### config.mk
export PLATFORM = sky130hd
export DESIGN_NAME = mulacc_unit
export DESIGN_NICKNAME = d
export VERILOG_FILES = /design/src/rtl/mulacc_pkg.sv /design/src/rtl/mulacc_lane_merge.sv /design/src/rtl/mulacc_arith.sv /design/src/rtl/mulacc_readmux.sv /design/src/rtl/mulacc_unit.sv
export SDC_FILE = /design/constraint.sdc
export NUM_CORES = 2
export LEC_CHECK = 0
export BUFFER_PORTS_ARGS = -buffer_cell sky130_fd_sc_hd__buf_4
export CELL_PAD_IN_SITES_DETAIL_PLACEMENT = 1
export CELL_PAD_IN_SITES_GLOBAL_PLACEMENT = 1
export CORE_MARGIN = 4
export CORE_UTILIZATION = 56
export CTS_CLUSTER_DIAMETER = 150
export DETAILED_ROUTE_END_ITERATION = 8
export PLACE_DENSITY_LB_ADDON = 0.1
export SLEW_MARGIN = 20
export SYNTH_ARGS = -nofsm -noshare
export SYNTH_HDL_FRONTEND = slang
export SYNTH_HIERARCHICAL = 1
export SYNTH_SLANG_ARGS = --single-unit
### constraint.sdc
create_clock -name clk -period 9.2 [get_ports clk]
set_input_delay 0.92 -clock clk [delete_from_list [all_inputs] [get_ports clk]]
set_output_delay 0.92 -clock clk [all_outputs]
set_load 0.1 [all_outputs]
### src/rtl/mulacc_pkg.sv
package mulacc_pkg;
  localparam int ADDR_W = 3;

  typedef enum logic [ADDR_W-1:0] {
    RA_CTRL    = 3'd0,
    RA_OPA     = 3'd1,
    RA_OPB     = 3'd2,
    RA_PROD_LO = 3'd3,
    RA_PROD_HI = 3'd4,
    RA_ACC_LO  = 3'd5,
    RA_ACC_HI  = 3'd6,
    RA_NONE    = 3'd7
  } reg_addr_e;

  localparam int CTRL_MODE_BIT  = 0;
  localparam int CTRL_CARRY_BIT = 1;
endpackage

### src/rtl/mulacc_lane_merge.sv
module mulacc_lane_merge #(
  parameter int W = 32
) (
  input  logic [W-1:0]   old_word,
  input  logic [W-1:0]   new_word,
  input  logic [W/8-1:0] lanes,
  output logic [W-1:0]   merged
);
  localparam int NLANE = W / 8;

  // One byte-wide mux per lane: the new byte replaces the old one only where its strobe is set.
  for (genvar g = 0; g < NLANE; g++) begin : g_lane
    assign merged[g*8 +: 8] = lanes[g] ? new_word[g*8 +: 8] : old_word[g*8 +: 8];
  end
endmodule

### src/rtl/mulacc_arith.sv
module mulacc_arith #(
  parameter int OP_W = 32
) (
  input  logic [OP_W-1:0]   opa,
  input  logic [OP_W-1:0]   opb,
  input  logic [2*OP_W-1:0] acc,
  output logic [2*OP_W-1:0] product,
  output logic [2*OP_W-1:0] sum,
  output logic              wrap
);
  localparam int RES_W = 2 * OP_W;

  logic [RES_W:0] full_sum;

  // Zero-extend both operands so the multiply is unsigned and keeps all RES_W bits.
  assign product  = {{OP_W{1'b0}}, opa} * {{OP_W{1'b0}}, opb};
  // One extra bit on the adder catches the carry out of the 64-bit sum.
  assign full_sum = {1'b0, acc} + {1'b0, product};
  assign sum      = full_sum[RES_W-1:0];
  assign wrap     = full_sum[RES_W];

  // a carry out means the truncated sum came out below the old accumulator.
  always_comb begin
    if (wrap == 1'b1) begin
      p_wrap_smaller_r6: assert (sum < acc);
    end
  end
endmodule

### src/rtl/mulacc_readmux.sv
module mulacc_readmux
  import mulacc_pkg::*;
#(
  parameter int OP_W = 32
) (
  input  logic [ADDR_W-1:0] addr,
  input  logic              mode,
  input  logic              carry,
  input  logic [OP_W-1:0]   opa,
  input  logic [OP_W-1:0]   opb,
  input  logic [2*OP_W-1:0] prod,
  input  logic [2*OP_W-1:0] acc,
  output logic [OP_W-1:0]   data
);
  logic [OP_W-1:0] ctrl_word;

  // only the mode and carry bits of the control register are ever non-zero.
  always_comb begin
    ctrl_word = '0;
    ctrl_word[CTRL_MODE_BIT]  = mode;
    ctrl_word[CTRL_CARRY_BIT] = carry;
  end

  always_comb begin
    unique case (reg_addr_e'(addr))
      RA_CTRL:    data = ctrl_word;
      RA_OPA:     data = opa;
      RA_OPB:     data = opb;
      RA_PROD_LO: data = prod[OP_W-1:0];
      RA_PROD_HI: data = prod[2*OP_W-1:OP_W];
      RA_ACC_LO:  data = acc[OP_W-1:0];
      RA_ACC_HI:  data = acc[2*OP_W-1:OP_W];
      default:    data = '0;
    endcase
  end
endmodule

### src/rtl/mulacc_unit.sv
module mulacc_unit
  import mulacc_pkg::*;
#(
  parameter int OP_W = 32
) (
  input  logic                clk,
  input  logic                rst_n,
  input  logic                wr_en,
  input  logic [ADDR_W-1:0]   wr_addr,
  input  logic [OP_W/8-1:0]   wr_strb,
  input  logic [OP_W-1:0]     wr_data,
  input  logic [ADDR_W-1:0]   rd_addr,
  output logic [OP_W-1:0]     rd_data,
  input  logic [OP_W-1:0]     opa_in,
  input  logic [OP_W-1:0]     opb_in
);
  localparam int RES_W = 2 * OP_W;

  logic              mode_q, mode_d;
  logic              carry_q, carry_d;
  logic [OP_W-1:0]   opa_q, opa_d, opb_q, opb_d;
  logic [RES_W-1:0]  prod_q, prod_d, acc_q, acc_d;
  logic [RES_W-1:0]  mul_only, mac_sum;
  logic              mac_wrap;
  logic [OP_W-1:0]   alo_merged, ahi_merged;
  logic              ctrl_wr, mac_fire, clear_req, alo_wr, ahi_wr;

  // Decode the register write. Only byte lane 0 of the control register holds live bits.
  assign ctrl_wr   = wr_en && (wr_addr == RA_CTRL) && wr_strb[0];
  assign mac_fire  = ctrl_wr && wr_data[CTRL_MODE_BIT];
  assign clear_req = ctrl_wr && wr_data[CTRL_CARRY_BIT];
  assign alo_wr    = wr_en && (wr_addr == RA_ACC_LO);
  assign ahi_wr    = wr_en && (wr_addr == RA_ACC_HI);

  mulacc_arith #(.OP_W(OP_W)) u_arith (
    .opa     (opa_in),
    .opb     (opb_in),
    .acc     (acc_q),
    .product (mul_only),
    .sum     (mac_sum),
    .wrap    (mac_wrap)
  );

  mulacc_lane_merge #(.W(OP_W)) u_merge_lo (
    .old_word (acc_q[OP_W-1:0]),
    .new_word (wr_data),
    .lanes    (wr_strb),
    .merged   (alo_merged)
  );

  mulacc_lane_merge #(.W(OP_W)) u_merge_hi (
    .old_word (acc_q[RES_W-1:OP_W]),
    .new_word (wr_data),
    .lanes    (wr_strb),
    .merged   (ahi_merged)
  );

  // Next-state logic. The order of the branches is the priority:
  //   1. accumulate on a control write that sets the mode bit;
  //   2. otherwise, in multiply-only mode, track the buses every cycle;
  //   3. otherwise, accept host writes to the accumulator.
  // The carry clear comes last, so it always acts after an accumulate on the same write.
  always_comb begin
    mode_d  = mode_q;
    carry_d = carry_q;
    opa_d   = opa_q;
    opb_d   = opb_q;
    prod_d  = prod_q;
    acc_d   = acc_q;
    if (ctrl_wr) mode_d = wr_data[CTRL_MODE_BIT];
    if (mac_fire) begin
      opa_d   = opa_in;
      opb_d   = opb_in;
      prod_d  = mac_sum;
      acc_d   = mac_sum;
      carry_d = carry_q | mac_wrap;
    end else if (!mode_q) begin
      opa_d  = opa_in;
      opb_d  = opb_in;
      prod_d = mul_only;
      acc_d  = '0;
    end else begin
      if (alo_wr) acc_d[OP_W-1:0]     = alo_merged;
      if (ahi_wr) acc_d[RES_W-1:OP_W] = ahi_merged;
    end
    if (clear_req) begin
      carry_d = 1'b0;
      acc_d   = '0;
    end
  end

  // every register resets to zero, which leaves the unit in multiply-only mode.
  always_ff @(posedge clk or negedge rst_n) begin
    if (!rst_n) begin
      mode_q  <= 1'b0;
      carry_q <= 1'b0;
      opa_q   <= '0;
      opb_q   <= '0;
      prod_q  <= '0;
      acc_q   <= '0;
    end else begin
      mode_q  <= mode_d;
      carry_q <= carry_d;
      opa_q   <= opa_d;
      opb_q   <= opb_d;
      prod_q  <= prod_d;
      acc_q   <= acc_d;
    end
  end

  mulacc_readmux #(.OP_W(OP_W)) u_readmux (
    .addr  (rd_addr),
    .mode  (mode_q),
    .carry (carry_q),
    .opa   (opa_q),
    .opb   (opb_q),
    .prod  (prod_q),
    .acc   (acc_q),
    .data  (rd_data)
  );

  // in multiply-only mode the operand registers follow the buses one edge later.
  p_track_bus_r2: assert property (@(posedge clk) disable iff (!rst_n)
    (!mode_q && !mac_fire) |=> (opa_q == $past(opa_in) && opb_q == $past(opb_in)));

  // the accumulator is held at zero while in multiply-only mode.
  p_acc_zero_r3: assert property (@(posedge clk) disable iff (!rst_n)
    (!mode_q && !mac_fire) |=> (acc_q == '0));

  // an accumulate without a clear leaves the product and accumulator equal.
  p_acc_eq_prod_r4: assert property (@(posedge clk) disable iff (!rst_n)
    (mac_fire && !clear_req) |=> (acc_q == prod_q && mode_q));

  // in accumulate mode, a cycle with no write holds the operands and the product.
  p_hold_r5: assert property (@(posedge clk) disable iff (!rst_n)
    (mode_q && !wr_en) |=> ($stable(prod_q) && $stable(opa_q) && $stable(opb_q)));

  // the carry flag is sticky until an explicit clear.
  p_carry_sticky_r6: assert property (@(posedge clk) disable iff (!rst_n)
    (carry_q && !clear_req) |=> carry_q);

  // a clear leaves the flag low and the accumulator at zero.
  p_clear_r7: assert property (@(posedge clk) disable iff (!rst_n)
    clear_req |=> (!carry_q && acc_q == '0));
endmodule

==> results of run 1 <==
per-layer routing:
layer | GRT overflow | track usage [%]
met5 | 0 | 32.8
met4 | 14 | 77.2
met3 | 0 | 59.7
met2 | 10 | 92.3
met1 | 0 | 71.9
Yosys cell counts, types with 9 or more instances:
cell,n
a211oi_1,9
a21o_1,91
a21oi_1,162
a221oi_1,9
a221oi_2,18
a22oi_1,82
a31oi_1,26
and2_1,568
and3_1,13
buf_2,32
buf_4,10
buf_6,22
clkbuf_1,255
dfrtp_1,194
fa_1,897
ha_1,328
inv_1,878
mux2_1,28
mux2_2,18
mux2_4,141
mux2i_1,80
nand2_1,653
nand2b_1,17
nand3_1,34
nand4_1,33
nor2_1,76
nor2b_1,13
nor3_1,20
o21a_1,10
o21ai_0,134
o21bai_1,26
o221ai_1,9
o2bb2ai_1,64
xnor2_1,80
xor2_1,36
what timing repair did:
| action | in CTS |
|---|---|
| setup buffers | 76 |
| pin swaps | 193 |
| hold buffers | 0 |
| resized for setup | 528 |
| setup endpoints to repair | 76 |
| cloned | 5 |
per-stage QoR:
stage	cell area (um2)	worst slack (ns)	util, %
floorplan	48700	0.00695	-
global placement	55300	-1.14	64.6
detailed placement	55300	-1.37	64.6
CTS	58900	-0.213	68.9
cell families after synthesis:
logic type,after synthesis,share of synthesized area (%)
multiplexers,267,7.07
adder cells (fa/ha/maj),1225,45.4
XOR/XNOR,116,2.09
buffers and inverters,1200,9.78
AO/OA/AOI/OAI,728,10.5
AND/OR/NAND/NOR,1466,15.1
flip-flops,194,10.0
==> flow_summary.yaml, run 1 <==
synthesis:
  syn_avg_cell_area_um2: 9.35
  yosys_warnings: 6
  yosysTopAreaCellShare_pct: 37.0
  ys_seq_area_share_pct: 10.0
  syn_area_mm2: 0.0486
  synth_flop_cell: "dfrtp_1"
  synth_cell_types: 98
  synth_cells: 5196
  yosys_register_bits: 194
  async_flop_share_pct: 100
  synth_top_cell_by_area: "fa_1"
  syn_nets: 6530
  synth_edf_count: 0
  synth_area_leaders: "fa_1, dfrtp_1, ha_1"
sta:
  worst-ep-kind: "sequential cell input"
  worst_endpoint: "acc_q[62]$_DFFE_PN0P_/D"
grt:
  track_usage_pct: 74.7
  grt_max_degree: 103
  overflow: 24
clock_network:
  clock-root-buffer: "clkbuf_16"
  cts_sinks: 194
  cts_max_level: 4
  clock_path_buffers: 2
  cts_made_buffers: 17
status:
  lastStage: "5_1_grt"
  status: "did not finish"
  error: "[ERROR GRT-0232] Routing congestion too high. Check the congestion heatmap in the GUI."
place:
  finalWeightedCongestion: 0.952
  placed_cells_incl_taps: 6874
  dpl.hpwl_um: 158000
  port_buffers: 140
die:
  die_x_um: 302
  start_util_pct: 56.8
  rows: 107
  ios: 141
  die_h_um: 302
==> inputs of run 2 (changes only) <==
- CELL_PAD_IN_SITES_DETAIL_PLACEMENT: 1 -> default
- CELL_PAD_IN_SITES_GLOBAL_PLACEMENT: 1 -> default
- CORE_UTILIZATION: 56 -> 40
- CTS_CLUSTER_DIAMETER: 150 -> default
- PLACE_DENSITY_LB_ADDON: 0.1 -> 0.15
==> flow_summary.yaml, run 2 <==
setup_path:
  crit_path_frequent_cell: "fa_1"
  max_stage_delay_ns: 0.55
  critPathLaunchType: "input port"
  setup.worst_path.class: "in -> reg"
  cp-end-kind: "register"
  worst_path_max_delay_cell: "fa_1"
  critPathMaxFanout: 14
  cp.required_ns: 9.60
  arrival_ns: 9.76
finish:
  syn_to_final_growth_pct: 22.8
  drive_gt1_share_pct: 25.2
  fin_nets: 7169
  reg_top3: "acc_q x64, prod_q x64"
  most-common-layout-cells: "fa_1, inv_1, buf_4"
  final_cells: 7462
  num-fill-cells: 11500
  final_common_cell: "fa_1"
sta:
  worst_slack_ns: -0.156
  fin_crit_ns: 9.36
  slew_viol_final: 0
  skew_ns: 0.0156
  setup_tns_ns: -1.40
  setup_viol: 23
  relSlewSlack_pct: 26.9
  fmax_mhz: 107
  final_hold_viol_count: 0
  rsz0062_at_grt: "true"
  finalCritPeriodShare_pct: 102
  tightestPinTransition_ns: 1.09
  hold_ws_ns: 0.510
routing:
  drc: 0
  wl_met2_um: 82300
  highest_layer: "met5"
  routed_wl_um: 170000
  wl_met1_um: 73200
  dr.first_iter.drc_count: 2528
  wl_per_cell_um: 22.7
  vias: 39300
  route.met3.wl_um: 8140
  ant_nets: 0
  vias_per_cell: 5.27
  firstDrtPassIters: 8
clock_network:
  cts_sinks: 194
  clk_pin_slew_ns: 0.08
  clock-root-buffer: "clkbuf_16"
  insertion_delay_ns: 0.48
  cts_made_buffers: 17
  cts_max_level: 4
  cts_tree: "built"
  clock_path_buffers: 2
synthesis:
  yosysTopAreaCellShare_pct: 37.0
  synth_cell_types: 98
  synth_top_cell_by_area: "fa_1"
  syn_nets: 6530
  synth_flop_cell: "dfrtp_1"
  synth_area_leaders: "fa_1, dfrtp_1, ha_1"
  yosys_register_bits: 194
  syn_avg_cell_area_um2: 9.35
  ys_top_cells_by_count: "fa_1, inv_1, nand2_1"
  synth_edf_count: 0
  syn_area_mm2: 0.0486
  ys_seq_area_share_pct: 10.0
  synth_cells: 5196
  async_flop_share_pct: 100
  yosys_warnings: 6
  yosysMostFrequentCell: "fa_1"
grt:
  overflow: 0
  grt_max_degree: 96
  grt_pass1_vias: 42100
  grt_pass1_wl_um: 260000
  antenna_found_initial: 3
  track_usage_pct: 26.9
die:
  design.die.area_mm2: 0.127
  core_area_mm2: 0.120
  ios: 141
  start_util_pct: 40.4
  die_h_um: 356
  die_x_um: 356
  rows: 127
place:
  finalWeightedCongestion: 0.953
  port_buffers: 140
  pre_cts_ws_ns: -1.31
  dpl.hpwl_um: 139000
  placed_cells_incl_taps: 7370
flow_run:
  max_cap_viol_count: 0
min_path:
  hp-class: "reg -> reg"
status:
  violations: "negative setup slack"
  status: "finished, violations left"
run 2: cell counts after synthesis:
No cell type changed its count.
run 2: worst paths after layout:
path                       cells past startpoint          to  slack [ns]       start
min reg2reg                                    1   opb_q[22]        0.51   opb_q[22]
min                                            1   opb_q[22]        0.51   opb_q[22]
max                                           38   acc_q[63]       -0.16  opa_in[13]
max reg2reg                                   15   acc_q[56]        5.46    acc_q[0]
max in group asynchronous                      2    opa_q[9]        7.28       rst_n
min in group asynchronous                      1  prod_q[58]        0.55       rst_n
run 2: timing repair:
item                       in CTS  in global routing
hold buffers                    0                  0
setup endpoints to repair      63                 66
gates resized for setup       319                174
gates cloned                    1                  1
buffers inserted               40                 25
pin swaps                     147                136
run 2: area by class of cell:
cell class | instances | area (um2) | area share (%)
antenna | 2 | 5.00 | 0.00839
clock buffer | 19 | 433 | 0.726
clock inverter | 13 | 103 | 0.172
inverter | 879 | 3300 | 5.53
sequential | 194 | 4860 | 8.15
timing repair buffer | 941 | 7930 | 13.3
tap | 1612 | 2020 | 3.38
multi-input combinational | 3802 | 41000 | 68.7
run 2: layer usage:
metal,vias to the layer above,global-route usage (%)
met5,-,0
met4,2,8.40
met3,224,3.01
met2,1023,45.3
met1,20400,36.3
li1,17700,-
run 2: cell families after synthesis:
kind of cell,synth area share [%]
AO/OA/AOI/OAI,10.5
XOR/XNOR,2.09
adder cells (fa/ha/maj),45.4
flip-flops,10.0
buffers and inverters,9.78
multiplexers,7.07
AND/OR/NAND/NOR,15.1
run 2: metrics by stage:
stage | util, % | instance area (um2)
floorplan | - | 48700
global placement | 46.8 | 56200
detailed placement | 46.8 | 56200
CTS | 48.8 | 58600
global route | 49.6 | 59600
finish | 49.6 | 59600
run 2: critical path: cells and delay by family:
kind | cells | cell delay (ns)
AOI/OAI and AO/OA | 14 | 2.81
xor gates and xnor gates | 2 | 0.29
adders and majority gates | 10 | 4.39
buffers and inverters | 8 | 0.78
and+or+nand+nor | 4 | 0.56
Power of run 2 is left out: the tool's default activity adds up to more than one toggle a clock period on the data nets, which glitch-free logic cannot reach.
